### config.mk
export PLATFORM = sky130hd
export DESIGN_NAME = rpg_reset_gen
export DESIGN_NICKNAME = d
export VERILOG_FILES = /design/src/rtl/rpg_pkg.sv /design/src/rtl/rpg_sync.sv /design/src/rtl/rpg_debounce.sv /design/src/rtl/rpg_holdoff.sv /design/src/rtl/rpg_reset_gen.sv
export SDC_FILE = /design/constraint.sdc
export NUM_CORES = 1
export LEC_CHECK = 0
export BUFFER_PORTS_ARGS = -buffer_cell sky130_fd_sc_hd__buf_4
export CORE_MARGIN = 1
export CORE_UTILIZATION = 30
export CTS_BUF_LIST = sky130_fd_sc_hd__clkbuf_2 sky130_fd_sc_hd__clkbuf_4 sky130_fd_sc_hd__clkbuf_8
export DETAILED_ROUTE_END_ITERATION = 12
export PLACE_DENSITY_LB_ADDON = 0.08
export SYNTH_ARGS = -nofsm -noshare
export SYNTH_HDL_FRONTEND = slang
export SYNTH_SLANG_ARGS = --single-unit
### constraint.sdc
create_clock -name clk -period 2.6 [get_ports clk]
set_input_delay 0.52 -clock clk [delete_from_list [all_inputs] [get_ports clk]]
set_output_delay 0.52 -clock clk [all_outputs]
set_load 0.01 [all_outputs]
### src/rtl/rpg_pkg.sv
package rpg_pkg;

   // Number of clock ticks in (amount / per_second) seconds at hz.
   function automatic longint unsigned rpg_ticks(input longint unsigned hz,
                                                 input longint unsigned amount,
                                                 input longint unsigned per_second);
      return (hz * amount) / per_second;
   endfunction

   // Bits needed to hold values 0..maxval.
   function automatic int unsigned rpg_width(input longint unsigned maxval);
      int unsigned w;
      w = 1;
      for (int i = 1; i < 64; i++) begin
         if ((64'd1 << i) <= maxval) w = i + 1;
      end
      return w;
   endfunction

endpackage

### src/rtl/rpg_sync.sv
module rpg_sync #(
   parameter int unsigned STAGES    = 2,
   parameter bit          RESET_VAL = 1'b0
) (
   input  logic clk,
   input  logic rst_n,
   input  logic d,
   output logic q
);
   if (STAGES < 2) begin : g_bad_stages
      $error("rpg_sync: STAGES must be at least 2");
   end

   logic [STAGES-1:0] chain;

   always_ff @(posedge clk or negedge rst_n) begin
      if (!rst_n) chain <= {STAGES{RESET_VAL}};
      else        chain <= {chain[STAGES-2:0], d};
   end

   assign q = chain[STAGES-1];
endmodule

### src/rtl/rpg_debounce.sv
module rpg_debounce #(
   parameter int unsigned TICKS = 4,
   parameter int unsigned CNT_W = 3
) (
   input  logic             clk,
   input  logic             rst_n,
   input  logic             raw,
   output logic             level,
   output logic [CNT_W-1:0] run_cnt
);
   if (TICKS < 1) begin : g_bad_ticks
      $error("rpg_debounce: TICKS must be at least 1");
   end

   if (TICKS == 1) begin : g_bypass
      // A one-tick filter is the synchronizer itself.
      assign level   = raw;
      assign run_cnt = '0;
   end else begin : g_filter
      localparam logic [CNT_W-1:0] LAST = CNT_W'(TICKS - 1);
      logic             lvl_q;
      logic [CNT_W-1:0] cnt_q;

      always_ff @(posedge clk or negedge rst_n) begin
         if (!rst_n) begin
            lvl_q <= 1'b1;
            cnt_q <= '0;
         end else if (raw == lvl_q) begin
            cnt_q <= '0;
         end else if (cnt_q == LAST) begin
            lvl_q <= raw;
            cnt_q <= '0;
         end else begin
            cnt_q <= cnt_q + 1'b1;
         end
      end

      assign level   = lvl_q;
      assign run_cnt = cnt_q;
   end
endmodule

### src/rtl/rpg_holdoff.sv
module rpg_holdoff #(
   parameter longint unsigned TICKS = 8,
   parameter int unsigned     CNT_W = 4
) (
   input  logic             clk,
   input  logic             rst_n,
   input  logic             cause,
   output logic             rel_n,
   output logic [CNT_W-1:0] remain
);
   if (TICKS < 2) begin : g_bad_ticks
      $error("rpg_holdoff: TICKS must be at least 2");
   end

   localparam logic [CNT_W-1:0] FULL = CNT_W'(TICKS);
   localparam logic [CNT_W-1:0] ONE  = CNT_W'(1);

   logic [CNT_W-1:0] cnt_q;
   logic             rel_q;

   always_ff @(posedge clk or negedge rst_n) begin
      if (!rst_n) begin
         cnt_q <= FULL;
         rel_q <= 1'b0;
      end else if (cause) begin
         cnt_q <= FULL;
         rel_q <= 1'b0;
      end else if (cnt_q != '0) begin
         cnt_q <= cnt_q - 1'b1;
         rel_q <= (cnt_q == ONE);
      end else begin
         rel_q <= 1'b1;
      end
   end

   assign rel_n  = rel_q;
   assign remain = cnt_q;
endmodule

### src/rtl/rpg_reset_gen.sv
module rpg_reset_gen #(
   parameter longint unsigned CLK_HZ      = 125_000_000,
   parameter longint unsigned HOLD_MS     = 200,
   parameter longint unsigned DEBOUNCE_US = 1000,
   parameter int unsigned     SYNC_STAGES = 2
) (
   input  logic clk,
   input  logic por_n,
   input  logic supply_ok_i,
   input  logic manr_n_i,
   output logic sys_rst_n_o,
   output logic sys_rst_o
);
   import rpg_pkg::*;

   localparam longint unsigned HOLD_TICKS = rpg_ticks(CLK_HZ, HOLD_MS, 1000);
   localparam longint unsigned DB_TICKS   = rpg_ticks(CLK_HZ, DEBOUNCE_US, 1_000_000);
   localparam int unsigned     HOLD_W     = rpg_width(HOLD_TICKS);
   localparam int unsigned     DB_W       = rpg_width(DB_TICKS);

   if (CLK_HZ == 0) begin : g_bad_clk
      $error("rpg_reset_gen: CLK_HZ must be nonzero");
   end

   logic              supply_s;
   logic              manr_s;
   logic              manr_lvl;
   logic [DB_W-1:0]   db_cnt;
   logic [HOLD_W-1:0] hold_cnt;
   logic              any_cause;
   logic              rel_n;

   // The supply is taken as bad and the button as released until sampled.
   rpg_sync #(.STAGES(SYNC_STAGES), .RESET_VAL(1'b0)) u_sync_sup (
      .clk(clk), .rst_n(por_n), .d(supply_ok_i), .q(supply_s));

   rpg_sync #(.STAGES(SYNC_STAGES), .RESET_VAL(1'b1)) u_sync_man (
      .clk(clk), .rst_n(por_n), .d(manr_n_i), .q(manr_s));

   rpg_debounce #(.TICKS(int'(DB_TICKS)), .CNT_W(DB_W)) u_db (
      .clk(clk), .rst_n(por_n), .raw(manr_s), .level(manr_lvl), .run_cnt(db_cnt));

   assign any_cause = !supply_s || !manr_lvl;

   rpg_holdoff #(.TICKS(HOLD_TICKS), .CNT_W(HOLD_W)) u_hold (
      .clk(clk), .rst_n(por_n), .cause(any_cause), .rel_n(rel_n), .remain(hold_cnt));

   assign sys_rst_n_o = rel_n;
   assign sys_rst_o   = !rel_n;
endmodule

### Yosys cells after proc, flatten, opt, wreduce, memory -nomap -nowiden

Index checks and enable logic that the tools add are counted.

* reduce and logical (&&, ||, !) cells: 7
* bitwise operators: 1
* equal/unequal tests: 3
* add/subtract/negate cells: 2
* mux-type cells: 6

Operators with widths (count)
* 2-to-1 mux 25 bit: 2
* 2-to-1 mux 17 bit: 2
* equality test 25 x 1 -> 1 bit, second input constant: 1
* nonzero test 25 bit: 1
* subtractor 25 x 1 -> 25 bit, second input constant: 1
* adder 17 x 1 -> 17 bit, second input constant: 1
* equality test 17 bit, second input constant: 1
* logical NOT 1 bit: 3
* 2-to-1 mux 1 bit: 2
* AND reduction 2 bit: 1
* nonzero test 2 bit: 1
* equality test 1 bit: 1
* logical OR 1 bit: 1
* NOT 1 bit: 1

* bits in registers: 48
* output and inout bits: 2
* input bits: 4

### Depth between registers and ports, before layout

Gate-level depths: netlist of the first run.

* depth in word-level cells: 3
* gate-level depth with buffers: 7
* depth with buffers taken out: 6

### By module

Synthesis of the first run repeated with hierarchy kept, for this count alone.

* cell total of the unflattened synthesis: 263
* area total of the unflattened synthesis: 2640.0 um^2

By module, submodules not included
* rpg_holdoff: area each 1636.6 um^2, cells an instance 170, times used 1
* rpg_debounce: area each 893.4 um^2, cells an instance 87, times used 1
* rpg_sync (u_sync_man): area each 52.6 um^2, cells an instance 2, times used 1
* rpg_sync (u_sync_sup): area each 50.0 um^2, cells an instance 2, times used 1
* rpg_reset_gen: area each 7.5 um^2, cells an instance 2, times used 1

### Worst setup path before layout of the first run

OpenSTA, ideal clock, no wires.

* path type: register to register
* from: register u_db.g_filter.cnt_q[9] (netlist: u_db.run_cnt[9])
* to: register u_db.g_filter.cnt_q[11] (netlist: u_db.run_cnt[11])
* stages on the path, launching flop included: 7
* setup slack: 0.639 ns
* clock period less this slack: 1.961 ns
* data arrival time: 1.842 ns
* path through: dfrtp_1 > or4b_2 > nor4_1 > or2_2 > buf_4 > buf_4 > nor2_1

* cells in the longest elaborated chain, start to end: 3
* elaborated cells between the ends (all ways): 4

RTL lines
* start: declaration: RTL line rpg_debounce.sv:22 `logic [CNT_W-1:0] cnt_q;`
* start signal: assignment: RTL line rpg_debounce.sv:34 `cnt_q <= cnt_q + 1'b1;`
* adder 17 x 1 -> 17 bit or equality test 17 bit (tied branches): RTL line rpg_debounce.sv:34, rpg_debounce.sv:30
* 2-to-1 mux 17 bit (*): RTL line rpg_debounce.sv:30 `end else if (cnt_q == LAST) begin`
* 2-to-1 mux 17 bit (*): RTL line rpg_debounce.sv:28 `end else if (raw == lvl_q) begin`

Mark *: on every way between the ends. The rest lies on a longest branch, timed or not.
A chain may end at the register's enable or synchronous reset.

### Final worst setup path of the first run

* from: register u_hold.cnt_q[3] (netlist: u_hold.remain[3])
* to: register u_hold.cnt_q[23] (netlist: u_hold.remain[23])

* cells in the longest elaborated chain, start to end: 3
* elaborated cells between the ends (all ways): 5

RTL lines
* start: declaration: RTL line rpg_holdoff.sv:18 `logic [CNT_W-1:0] cnt_q;`
* start signal: assignment: RTL line rpg_holdoff.sv:29 `cnt_q <= cnt_q - 1'b1;`
* subtractor 25 x 1 -> 25 bit: RTL line rpg_holdoff.sv:29
* 2-to-1 mux 25 bit: RTL line rpg_holdoff.sv:28 `end else if (cnt_q != '0) begin`
* 2-to-1 mux 25 bit: RTL line rpg_holdoff.sv:25 `end else if (cause) begin`

Parallel ways exist; a longest one is shown, timed or not. The select of a mux whose other input is x is not followed.

==> summary.md, run 1 <==
| Metric | Value |
|---|---|
| Slew Limit Fails | `0` |
| Worst-Margin Slew | `around 0.6 ns` |
| Max Fclk | `0.453 GHz` |
| Clk buf depth | `2` |
| Max_cap viols | `0` |
| Asr flop ratio synth | `1.00` |
| Layout Nets | `between 200 and 300` |
| CTS H-tree lvls | `2` |
| Final wirelength | `5470 microns` |
| Final hold vios | `0` |
| Slowest CP cell | `nor4_4` |
| Worst Hold Class | `primary input to async pin` |
| Fin area | `between 2000 and 3000 sq um` |
| # clock sinks | `between 40 and 50` |
| Wire per inst | `about 15 microns` |
| Utilization after layout | `0.343` |
| Global route total overflow | `0` |
| CP Capture Type | `flip-flop` |
| WP buf/inv | `1` |
| Setup Fix Bufs, Post-CTS | `0` |
| Site row count | `33` |
| Via count | `approximately 1,900` |
| Die Area | `8760 sq um` |
| Worst-path maximum fanout | `10` |
| Number of setup violations in the final report | `0` |
| Yosys top cell area share | `0.328` |
| Post-synthesis sequential area ratio | `0.485` |
| CP Class | `flip-flop to flip-flop` |
| RSZ-0062 raised after global routing | `no` |
| Post-Route Skew | `between 0.008 and 0.009 ns` |
| Post-synthesis cell type count | `between 50 and 60` |
| Synth area leader | `dfrtp_1` |
| CP top delay family | `simple AND/OR/NAND/NOR gates` |
| Fin crit share | `0.848` |
| Net Count, Synth | `about 260` |
| Root buffer selected by CTS | `clkbuf_8` |
| Worst Reg2Reg Path Length in Cells | `6` |
| Hold slack | `0.220 ns` |
| Clock-pin slew on the worst setup and hold paths | `approximately 0.10 ns` |
| Yosys warnings | `0` |
| Layout cells sized above 1 | `0.205` |
| Via density per instance | `slightly above 5` |
| RePlAce Congestion | `0.709` |
| Normalized max-slew margin | `0.588` |
| DP Area | `~2700 sq um` |
| Tmin final | `between 2 and 2.5 ns` |
| IO Count | `6` |
| Crit-path cells | `nor4_4 -> nand4_1 -> nor3_4 -> buf_4 -> or3_1 -> mux2i_1` |
| TNS Setup | `0 ns` |
| Largest net degree at the start of global routing | `slightly below 50` |
| HPWL after DPL | `about 3700 microns` |
| Resize count post-CTS | `0` |
| Vias in the first global route | `between 1,500 and 2,000` |
| Number of synthesized flops with an enable pin | `0` |
| Initial core utilization | `0.308` |
| ANT cells | `0` |
| Die height | `93.6 microns` |
| Peak supply drop | `approximately 0.22 mV` |
| Commonest cells post-synth | `dfrtp_1 (33), nor2_1 (31), dfstp_2 (15), nand3_1 (15)` |
| Drt pass-1 iters | `4` |
| Startpoint Class | `flip-flop` |
| CTS tree | `done` |
| First-pass GRT wire length | `about 9400 microns` |
| Power Density | `about 490 nW/um^2` |
| Post-Synthesis Cell Area | `2520 sq um` |
| Chip Width | `93.6 microns` |
| Top post-synthesis cells by area | `dfrtp_1 (33%), dfstp_2 (16%), nor2_1 (4.6%)` |
| Critical Path RT | `2.84 ns` |
| Number of antenna violations at the first check in global routing | `0` |
| Leak | `roughly 1.1 nW` |
| Gr usage total | `0.141` |
| Core area | `between 8000 and 9000 sq um` |
| Synth Flop Type | `dfrtp_1` |
| DRT iter0 DRCs | `about 120` |
| Crit path arrival time | `2.44 ns` |
| Post-Synthesis Cells | `about 250` |
| Post-CTS Hold Buffers | `0` |
| Syn Area/Cell | `between 10 and 15 sq um` |
| Residual DRC count | `0` |
| Count leader, synth | `dfrtp_1` |
| Yosys reg bits | `48` |
| Slowest cell delay on critical path | `about 0.54 ns` |
| Levels on crit path | `6` |
| Antenna-violating nets left | `0` |
| P&R area growth vs syn | `11.4%` |
| Clock buffer count from CTS | `5` |
| Status | `finished clean` |
| PortBufs | `5` |
| Skew-Pair Late Insertion Delay | `0.30 ns` |
[worst register-to-register path, stage by stage (launching register included)]
cell	delay (ns)
dfrtp_1	0.44
nor4_4	0.54
nand4_1	0.27
nor3_4	0.37
buf_4	0.22
or3_1	0.12
mux2i_1	0.17
[state kept, by name, indices dropped and copies added, names as in the netlist]
name / cells
u_hold.remain: 25
u_hold.rel_n: 1
u_sync_sup.chain: 2
u_db.run_cnt: 17
u_db.level: 1
u_sync_man.chain: 2
[per-layer routing]
layer / track usage / share of wire
met5: 0 / 0
met3: 0.0244 / 0.016
met1: 0.205 / 0.54
met4: 0.0462 / 0.0099
met2: 0.210 / 0.43
[power breakdown]
part	internal, mW	total, mW	leakage [nW]	switching [mW]
registers	0.755	0.760	0.612	0.00494
clock network	0.315	0.585	0.0614	0.270
logic	0.00751	0.0297	0.451	0.0222
total	1.08	1.38	1.12	0.298
[through the flow]
step           total power, mW  setup slack, ns  cells
2_1_floorplan            0.785            0.639    251
3_3_place_gp             0.806            0.414    360
3_5_place_dp             0.806            0.392    360
4_1_cts                   1.40            0.347    368
5_1_grt                   1.43            0.149    368
6_report                  1.38            0.394    368
[layout make-up]
type | count | area, sq um
well taps | 105 | 131
flip-flops and latches | 48 | 1220
multi-input cells | 190 | 1220
clock inverters | 2 | 38.8
clock buffers | 6 | 82.6
fillers | 855 | 5370
inverters | 4 | 15.0
repair buffers | 13 | 97.6
[path summary, 6_finish.rpt]
| kind | start | endpoint | slack [ns] |
|---|---|---|---|
| max in group asynchronous | por_n | u_db.run_cnt[9] | 1.96 |
| hold / removal | por_n | u_db.run_cnt[1] | 0.22 |
| hold reg to reg | u_sync_sup.chain[0] | u_sync_sup.chain[1] | 0.35 |
| min in group clk | supply_ok_i | u_sync_sup.chain[0] | 0.32 |
| setup / recovery | u_hold.remain[3] | u_hold.remain[23] | 0.39 |
| setup reg to reg | u_hold.remain[3] | u_hold.remain[23] | 0.39 |
[layout by cell type (no fill, tap or decap), drive strengths merged, types with 6 or more instances in the layout]
cell and n:
nand2 14, and3 6, nor2 31, xor2 11
o21ai 13, dfrtp 33, dfstp 15, a21oi 12
buf 13, or3 13, nor4 6, or4 6
nand3b 7, nand4 6, clkbuf 6, nand3 15
nor3 8
[kinds of logic after synthesis]
logic type | synth area share
AOI/OAI and AO/OA | 0.0885
xor gates and xnor gates | 0.0557
adders and majority gates | 0.0199
buffers and inverters | 0.0313
DFF | 0.485
muxes | 0.0124
and+or+nand+nor | 0.308
Note: power is estimated with default switching activity, not from simulation.
==> run 2: changes to the inputs <==
--- a/config.mk
+++ b/config.mk
@@ -5,6 +5,7 @@
 export SDC_FILE = /design/constraint.sdc
 export NUM_CORES = 1
 export LEC_CHECK = 0
+export ABC_AREA = 1
 export BUFFER_PORTS_ARGS = -buffer_cell sky130_fd_sc_hd__buf_4
 export CORE_MARGIN = 1
 export CORE_UTILIZATION = 30
==> constraint.sdc (replaced) <==
create_clock -name clk -period 1.9 [get_ports clk]
set_input_delay 0.38 -clock clk [delete_from_list [all_inputs] [get_ports clk]]
set_output_delay 0.38 -clock clk [all_outputs]
set_load 0.01 [all_outputs]
==> run 2 against run 1 <==
Compared with the run above: worst hold slack got worse by 0.15 ns; global-route usage rose by 0.46 points; flip-flop and latch count did not move; combinational power rose by 42%; sequential share of layout area fell by 3.7 points; design area rose by 9.3%; final cell count rose by 32%; via count rose by 20%; non-clock buffer count fell by 6; register-to-register slack got worse by 0.15 ns; clock skew barely moved; largest cell class is now multi-input gates; highest routed layer unchanged.
==> summary.md, run 2 <==
| Metric | Value |
|---|---|
| Via density per instance | `4.62 (was 5.06)` |
| Crit path arrival time | `1.85 ns (was 2.44 ns)` |
| Final hold vios | `0 (unchanged)` |
| Final wirelength | `6420 microns (was 5470 microns)` |
| Critical Path RT | `2.10 ns (was 2.84 ns)` |
| First-pass GRT wire length | `10,900 microns (was 9410 microns)` |
| Register Area | `1220 sq um (unchanged)` |
| Commonest non-fill, non-tap cell in the layout | `nand2_1 (was dfrtp_1)` |
| Asr flop ratio synth | `1.00 (unchanged)` |
| Max Fclk | `0.604 GHz (was 0.453 GHz)` |
| Total Power | `1.85 mW (was 1.38 mW)` |
| Normalized max-slew margin | `0.583 (was 0.588)` |
| Startpoint Class | `flip-flop (unchanged)` |
| DRT iter0 DRCs | `91 (was 115)` |
| CTS H-tree lvls | `2 (unchanged)` |
| Yosys top cell area share | `0.299 (was 0.328)` |
| Yosys warnings | `0 (unchanged)` |
| RSZ-0062 raised after global routing | `no (unchanged)` |
| Power Density | `604 nW/um^2 (was 491 nW/um^2)` |
| Global route total overflow | `0 (unchanged)` |
| Residual DRC count | `0 (unchanged)` |
| Yosys reg bits | `48 (unchanged)` |
| CP Capture Type | `flip-flop (unchanged)` |
| PortBufs | `5 (unchanged)` |
| Largest net degree at the start of global routing | `49 (unchanged)` |
| Most frequent cells in the layout | `nand2_1 (80), nor2_1 (70), inv_1 (44) (was dfrtp_1 (33), nor2_1 (31), nand3_1 (15), dfstp_2 (15))` |
| Top post-synthesis cells by area | `dfrtp_1 (30%), dfstp_2 (14%), nand2_1 (11%) (was dfrtp_1 (33%), dfstp_2 (16%), nor2_1 (4.6%))` |
| Post-Route Skew | `0.00854 ns (was 0.00868 ns)` |
| Layout cells sized above 1 | `0.164 (was 0.205)` |
| Worst-path maximum fanout | `10 (unchanged)` |
| Area occupied by multi-input gates | `1370 sq um (was 1220 sq um)` |
| Site row count | `34 (was 33)` |
| Root buffer selected by CTS | `clkbuf_8 (unchanged)` |
| Layout Nets | `384 (was 270)` |
| IO Count | `6 (unchanged)` |
| Die height | `98.0 microns (was 93.6 microns)` |
| Die Area | `9610 sq um (was 8760 sq um)` |
| Worst-Margin Slew | `0.625 ns (was 0.618 ns)` |
| HPWL after DPL | `4820 microns (was 3710 microns)` |
| CTS tree | `done (unchanged)` |
| Vias in the first global route | `2,345 (was 1,829)` |
| Slowest cell delay on critical path | `0.42 ns (was 0.54 ns)` |
| Clk buf depth | `2 (unchanged)` |
| Post-Synthesis Cell Area | `2770 sq um (was 2520 sq um)` |
| Wire per inst | `13.2 microns (was 14.9 microns)` |
| CP top delay family | `simple AND/OR/NAND/NOR gates (unchanged)` |
| Slew Limit Fails | `0 (unchanged)` |
| Syn Area/Cell | `7.60 sq um (was 10.0 sq um)` |
| Post-CTS Hold Buffers | `0 (unchanged)` |
| TNS Setup | `0 ns (unchanged)` |
| Gr usage total | `0.145 (was 0.141)` |
| Number of setup violations in the final report | `0 (unchanged)` |
| Post-synthesis sequential area ratio | `0.441 (was 0.485)` |
| Skew-Pair Late Insertion Delay | `0.30 ns (about the same)` |
| Peak supply drop | `0.253 mV (was 0.219 mV)` |
| Via count | `2,240 (was 1,863)` |
| Number of synthesized flops with an enable pin | `0 (unchanged)` |
| Synth Flop Type | `dfrtp_1 (unchanged)` |
| Core area | `8810 sq um (was 8180 sq um)` |
| Post-Synthesis Cells | `364 (was 251)` |
| Net Count, Synth | `372 (was 259)` |
| Antenna-violating nets left | `0 (unchanged)` |
| RePlAce Congestion | `0.810 (was 0.709)` |
| Fill cell count | `947 (was 855)` |
| WP buf/inv | `2 (was 1)` |
| Number of antenna violations at the first check in global routing | `0 (unchanged)` |
| Commonest cells post-synth | `nand2_1 (80), nor2_1 (70), inv_1 (44) (was dfrtp_1 (33), nor2_1 (31), dfstp_2 (15), nand3_1 (15))` |
| CP Class | `flip-flop to flip-flop (unchanged)` |
| P&R area growth vs syn | `10.8% (was 11.4%)` |
| Max FFs per register | `25 (unchanged)` |
| Levels on crit path | `9 (was 6)` |
| Leak | `1.41 nW (was 1.12 nW)` |
| Post-synthesis cell type count | `31 (was 52)` |
| Fin crit share | `0.872 (was 0.848)` |
| Status | `finished clean (unchanged)` |
| Tmin final | `1.66 ns (was 2.21 ns)` |
| Setup Fix Bufs, Post-CTS | `0 (unchanged)` |
| Count leader, synth | `nand2_1 (was dfrtp_1)` |
| Clock buffer count from CTS | `5 (unchanged)` |
| ANT cells | `0 (unchanged)` |
| Worst Hold Class | `primary input to async pin (unchanged)` |
| Worst Reg2Reg Path Length in Cells | `9 (was 6)` |
| Drt pass-1 iters | `4 (unchanged)` |
| Clock-pin slew on the worst setup and hold paths | `0.10 ns (about the same)` |
| Slowest CP cell | `dfrtp_1 (was nor4_4)` |
| Chip Width | `98.0 microns (was 93.6 microns)` |
| Synth area leader | `dfrtp_1 (unchanged)` |
| Max_cap viols | `0 (unchanged)` |
| # clock sinks | `48 (unchanged)` |
| Crit-path cells | `inv_1 -> ha_1 -> nand2_1 -> nor2_2 -> nand2_2 -> nor2_8 -> nand2_4 -> inv_2 -> nor2_1 (was nor4_4 -> nand4_1 -> nor3_4 -> buf_4 -> or3_1 -> mux2i_1)` |
| Initial core utilization | `0.314 (was 0.308)` |
-- run 2: changes by cell type after synthesis, sizes merged, moves of 6 or more --
cell / previous run / this run
and3: 6 / 0
inv: 4 / 45
nand2: 14 / 87
nand3: 15 / 25
nor2: 31 / 83
nor4: 6 / 0
or3: 13 / 0
or4: 6 / 0
-- run 2: cells by family after synthesis --
group                      count (synthesis)  synth area share
and+or+nand+nor                          230             0.398
AOI/OAI and AO/OA                         26            0.0520
DFF                                       48             0.441
xor gates and xnor gates                   8            0.0253
buffers and inverters                     48            0.0651
adders and majority gates                  4            0.0181
-- run 2: layout make-up --
class,count,share of cell area
inverter,46,0.0563
tap,108,0.0441
sequential,48,0.398
clock buffer,5,0.0225
clock inverter,3,0.0151
multi-input combinational,268,0.447
timing repair buffer,7,0.0171
-- run 2: worst register-to-register path: stages, from the launching register on --
cell     delay [ns]
dfrtp_1        0.42
inv_1          0.11
ha_1           0.18
nand2_1        0.07
nor2_2         0.18
nand2_2        0.11
nor2_8         0.15
nand2_4        0.13
inv_2          0.14
nor2_1         0.05
-- run 2: stage by stage --
stage          setup slack (ns)  area [sq um]  hold slack (ns)  std cells  utilization
4_1_cts                   0.167          3060            0.115        485        0.348
3_5_place_dp              0.196          2950            0.342        477        0.335
3_3_place_gp              0.203          2950            0.334        477        0.335
5_1_grt                 0.00498          3060            0.135        485        0.348
2_1_floorplan             0.426          2770           0.0844        364            -
6_report                  0.243          3060           0.0739        485        0.348
-- run 2: timing repair --
action	CTS	global route
resized for setup	0	1
endpoints found under the hold margin	0	0
endpoints found under the setup margin	0	1
-- run 2: worst paths after layout --
check	startpoint	to	slack [ns]
setup / recovery	u_hold.remain[0]	u_hold.remain[17]	0.24
hold / removal	por_n	u_hold.remain[23]	0.07
setup reg to reg	u_hold.remain[0]	u_hold.remain[17]	0.24
hold reg to reg	u_sync_sup.chain[0]	u_sync_sup.chain[1]	0.36
max in group asynchronous	por_n	u_sync_sup.chain[0]	1.38
min in group clk	manr_n_i	u_sync_man.chain[0]	0.18
-- run 2: per-layer routing --
layer	share of wire	global-route usage	wire (microns)
met1	0.46	0.168	2980
met2	0.51	0.271	3270
met3	0.014	0.0222	89
met4	0.013	0.0501	83
met5	0	0	0
-- run 2: power breakdown --
part           switching (mW)  internal [mW]
sequential            0.00486           1.03
clock                   0.375          0.397
combinational          0.0319         0.0102
==> run 3: changes to the inputs <==
--- a/config.mk
+++ b/config.mk
@@ -12,6 +12,7 @@
 export CTS_BUF_LIST = sky130_fd_sc_hd__clkbuf_2 sky130_fd_sc_hd__clkbuf_4 sky130_fd_sc_hd__clkbuf_8
 export DETAILED_ROUTE_END_ITERATION = 12
 export PLACE_DENSITY_LB_ADDON = 0.08
+export RECOVER_POWER = 50
 export SYNTH_ARGS = -nofsm -noshare
 export SYNTH_HDL_FRONTEND = slang
 export SYNTH_SLANG_ARGS = --single-unit
==> run 3 against run 2 <==
Compared with the run above: sequential share of layout area is essentially flat; critical endpoint unchanged; routed wire length is essentially flat; clock power is essentially flat; utilization is essentially flat; fmax is the same; non-clock buffer count is the same; flip-flop and latch count is the same.
==> summary.md, run 3 (synthesis gave the netlist of run 2 again) <==
| Metric | Value |
|---|---|
| Status | `finished clean (unchanged)` |
| Critical Path RT | `2.10 ns (about the same)` |
| Wire per inst | `13.2 microns (about the same)` |
| Max FFs per register | `25 (unchanged)` |
| Number of antenna violations at the first check in global routing | `0 (unchanged)` |
| ANT cells | `0 (unchanged)` |
| PortBufs | `5 (unchanged)` |
| Critical Path Sink | `u_hold.remain[17] (unchanged)` |
| Antenna-violating nets left | `0 (unchanged)` |
| Residual DRC count | `0 (unchanged)` |
| Clock buffer count from CTS | `5 (unchanged)` |
| Gr usage total | `0.145 (unchanged)` |
| Final hold vios | `0 (unchanged)` |
| Drt pass-1 iters | `4 (unchanged)` |
| Worst R2R Start | `u_hold.remain[0] (unchanged)` |
| Post-CTS Hold Buffers | `0 (unchanged)` |
| Skew-Pair Late Insertion Delay | `0.30 ns (about the same)` |
| Largest net degree at the start of global routing | `49 (unchanged)` |
| CTS H-tree lvls | `2 (unchanged)` |
| Worst Hold Class | `primary input to flip-flop (was primary input to async pin)` |
| Site row count | `34 (unchanged)` |
| Total Power | `1.85 mW (about the same)` |
| Leak | `1.41 nW (about the same)` |
| Core area | `8810 sq um (unchanged)` |
| Final wirelength | `6420 microns (about the same)` |
| P&R area growth vs syn | `10.7% (was 10.8%)` |
| Slew Limit Fails | `0 (unchanged)` |
| Die Area | `9610 sq um (unchanged)` |
| # clock sinks | `48 (unchanged)` |
| First-pass GRT wire length | `10,900 microns (unchanged)` |
| Max Fclk | `0.604 GHz (unchanged)` |
| Hold slack | `0.183 ns (was 0.0739 ns)` |
| Chip Width | `98.0 microns (unchanged)` |
| Die height | `98.0 microns (unchanged)` |
| Most frequent cells in the layout | `nand2_1 (80), nor2_1 (70), inv_1 (44) (unchanged)` |
| Crit path arrival time | `1.85 ns (about the same)` |
| Global route total overflow | `0 (unchanged)` |
| CTS tree | `done (unchanged)` |
| Post-Route Skew | `0.00851 ns (was 0.00854 ns)` |
| Peak supply drop | `0.253 mV (about the same)` |
| Clock-pin slew on the worst setup and hold paths | `0.10 ns (about the same)` |
| Initial core utilization | `0.314 (unchanged)` |
| CP Class | `flip-flop to flip-flop (unchanged)` |
| R2r endpoint | `u_hold.remain[17] (unchanged)` |
| Via density per instance | `4.62 (unchanged)` |
| CP Capture Type | `flip-flop (unchanged)` |
| CP startpoint | `u_hold.remain[0] (unchanged)` |
| Power Density | `605 nW/um^2 (was 604 nW/um^2)` |
| Number of setup violations in the final report | `0 (unchanged)` |
| TNS Setup | `0 ns (unchanged)` |
| Max_cap viols | `0 (unchanged)` |
| HPWL after DPL | `4820 microns (unchanged)` |
| Layout Nets | `384 (unchanged)` |
| Fin crit share | `0.872 (unchanged)` |
| Commonest non-fill, non-tap cell in the layout | `nand2_1 (unchanged)` |
| RePlAce Congestion | `0.810 (unchanged)` |
| Worst reg2reg setup slack | `0.24 ns (about the same)` |
| Startpoint Class | `flip-flop (unchanged)` |
| Clk buf depth | `2 (unchanged)` |
| Worst Reg2Reg Path Length in Cells | `9 (unchanged)` |
| DRT iter0 DRCs | `91 (unchanged)` |
| Worst-Margin Slew | `1.22 ns (was 0.625 ns)` |
| Normalized max-slew margin | `0.187 (was 0.583)` |
| Vias in the first global route | `2,345 (unchanged)` |
| Worst-path maximum fanout | `10 (unchanged)` |
| Via count | `2,240 (unchanged)` |
| Tmin final | `1.66 ns (unchanged)` |
| RSZ-0062 raised after global routing | `no (unchanged)` |
| Root buffer selected by CTS | `clkbuf_8 (unchanged)` |
| IO Count | `6 (unchanged)` |
| Layout cells sized above 1 | `0.164 (unchanged)` |
-- run 3: changes by cell type in the layout (fill, tap and decap cells not counted), sizes merged --
cell and change:
buf -3, clkbuf +3
-- run 3: stage by stage --
stage | cell area, sq um | worst slack (ns) | std cells | util
after floorplan | 2770 | 0.426 | 364 | -
after global placement | 2950 | 0.203 | 477 | 0.335
after detailed placement | 2950 | 0.196 | 477 | 0.335
after CTS | 3060 | 0.167 | 485 | 0.348
after global routing | 3060 | 0.00498 | 485 | 0.348
final | 3060 | 0.243 | 485 | 0.348
-- run 3: how the worst min path moves through the flow --
stage / end / startpoint / slack [ns] / depth (start not counted)
after global placement: u_sync_sup.chain[1] / u_sync_sup.chain[0] / 0.33 / 0
after global routing: u_sync_man.chain[0] / manr_n_i / 0.15 / 1
after CTS: u_hold.remain[15] / por_n / 0.12 / 1
after floorplan: u_db.run_cnt[0] / por_n / 0.08 / 0
final: u_sync_man.chain[0] / manr_n_i / 0.18 / 1
after detailed placement: u_sync_sup.chain[1] / u_sync_sup.chain[0] / 0.34 / 0
-- run 3: repair_timing --
item | CTS | global route
buffers inserted | 0 | 0
setup endpoints to repair | 0 | 1
resized for setup | 0 | 1
endpoints found under the hold margin | 0 | 0
-- run 3: layout make-up --
type,instances,area [sq um]
Fill cell,948,5740
Clock buffer,5,68.8
Sequential cell,48,1220
Timing Repair Buffer,7,50.0
Multi-Input combinational cell,268,1370
Clock inverter,3,46.3
Tap cell,108,135
Inverter,46,173
-- run 3: critical path, cell delays in order (launching register included) --
cell     delay [ns]
dfrtp_1        0.42
inv_1          0.11
ha_1           0.18
nand2_1        0.07
nor2_2         0.18
nand2_2        0.11
nor2_8         0.15
nand2_4        0.13
inv_2          0.14
nor2_1         0.05
-- run 3: power breakdown --
| part | internal [mW] | leakage (nW) | switching (mW) | total, mW |
|---|---|---|---|---|
| clock | 0.397 | 0.0548 | 0.375 | 0.772 |
| combinational | 0.00934 | 0.739 | 0.0319 | 0.0413 |
| sequential | 1.03 | 0.612 | 0.00486 | 1.04 |
-- run 3: per-layer routing --
metal  GRT usage  up-vias  share of wire
met4      0.0501        0          0.013
met1       0.168     1036           0.46
met5           0        -              0
met3      0.0222        6          0.014
met2       0.271       19           0.51
li1            -     1179              -
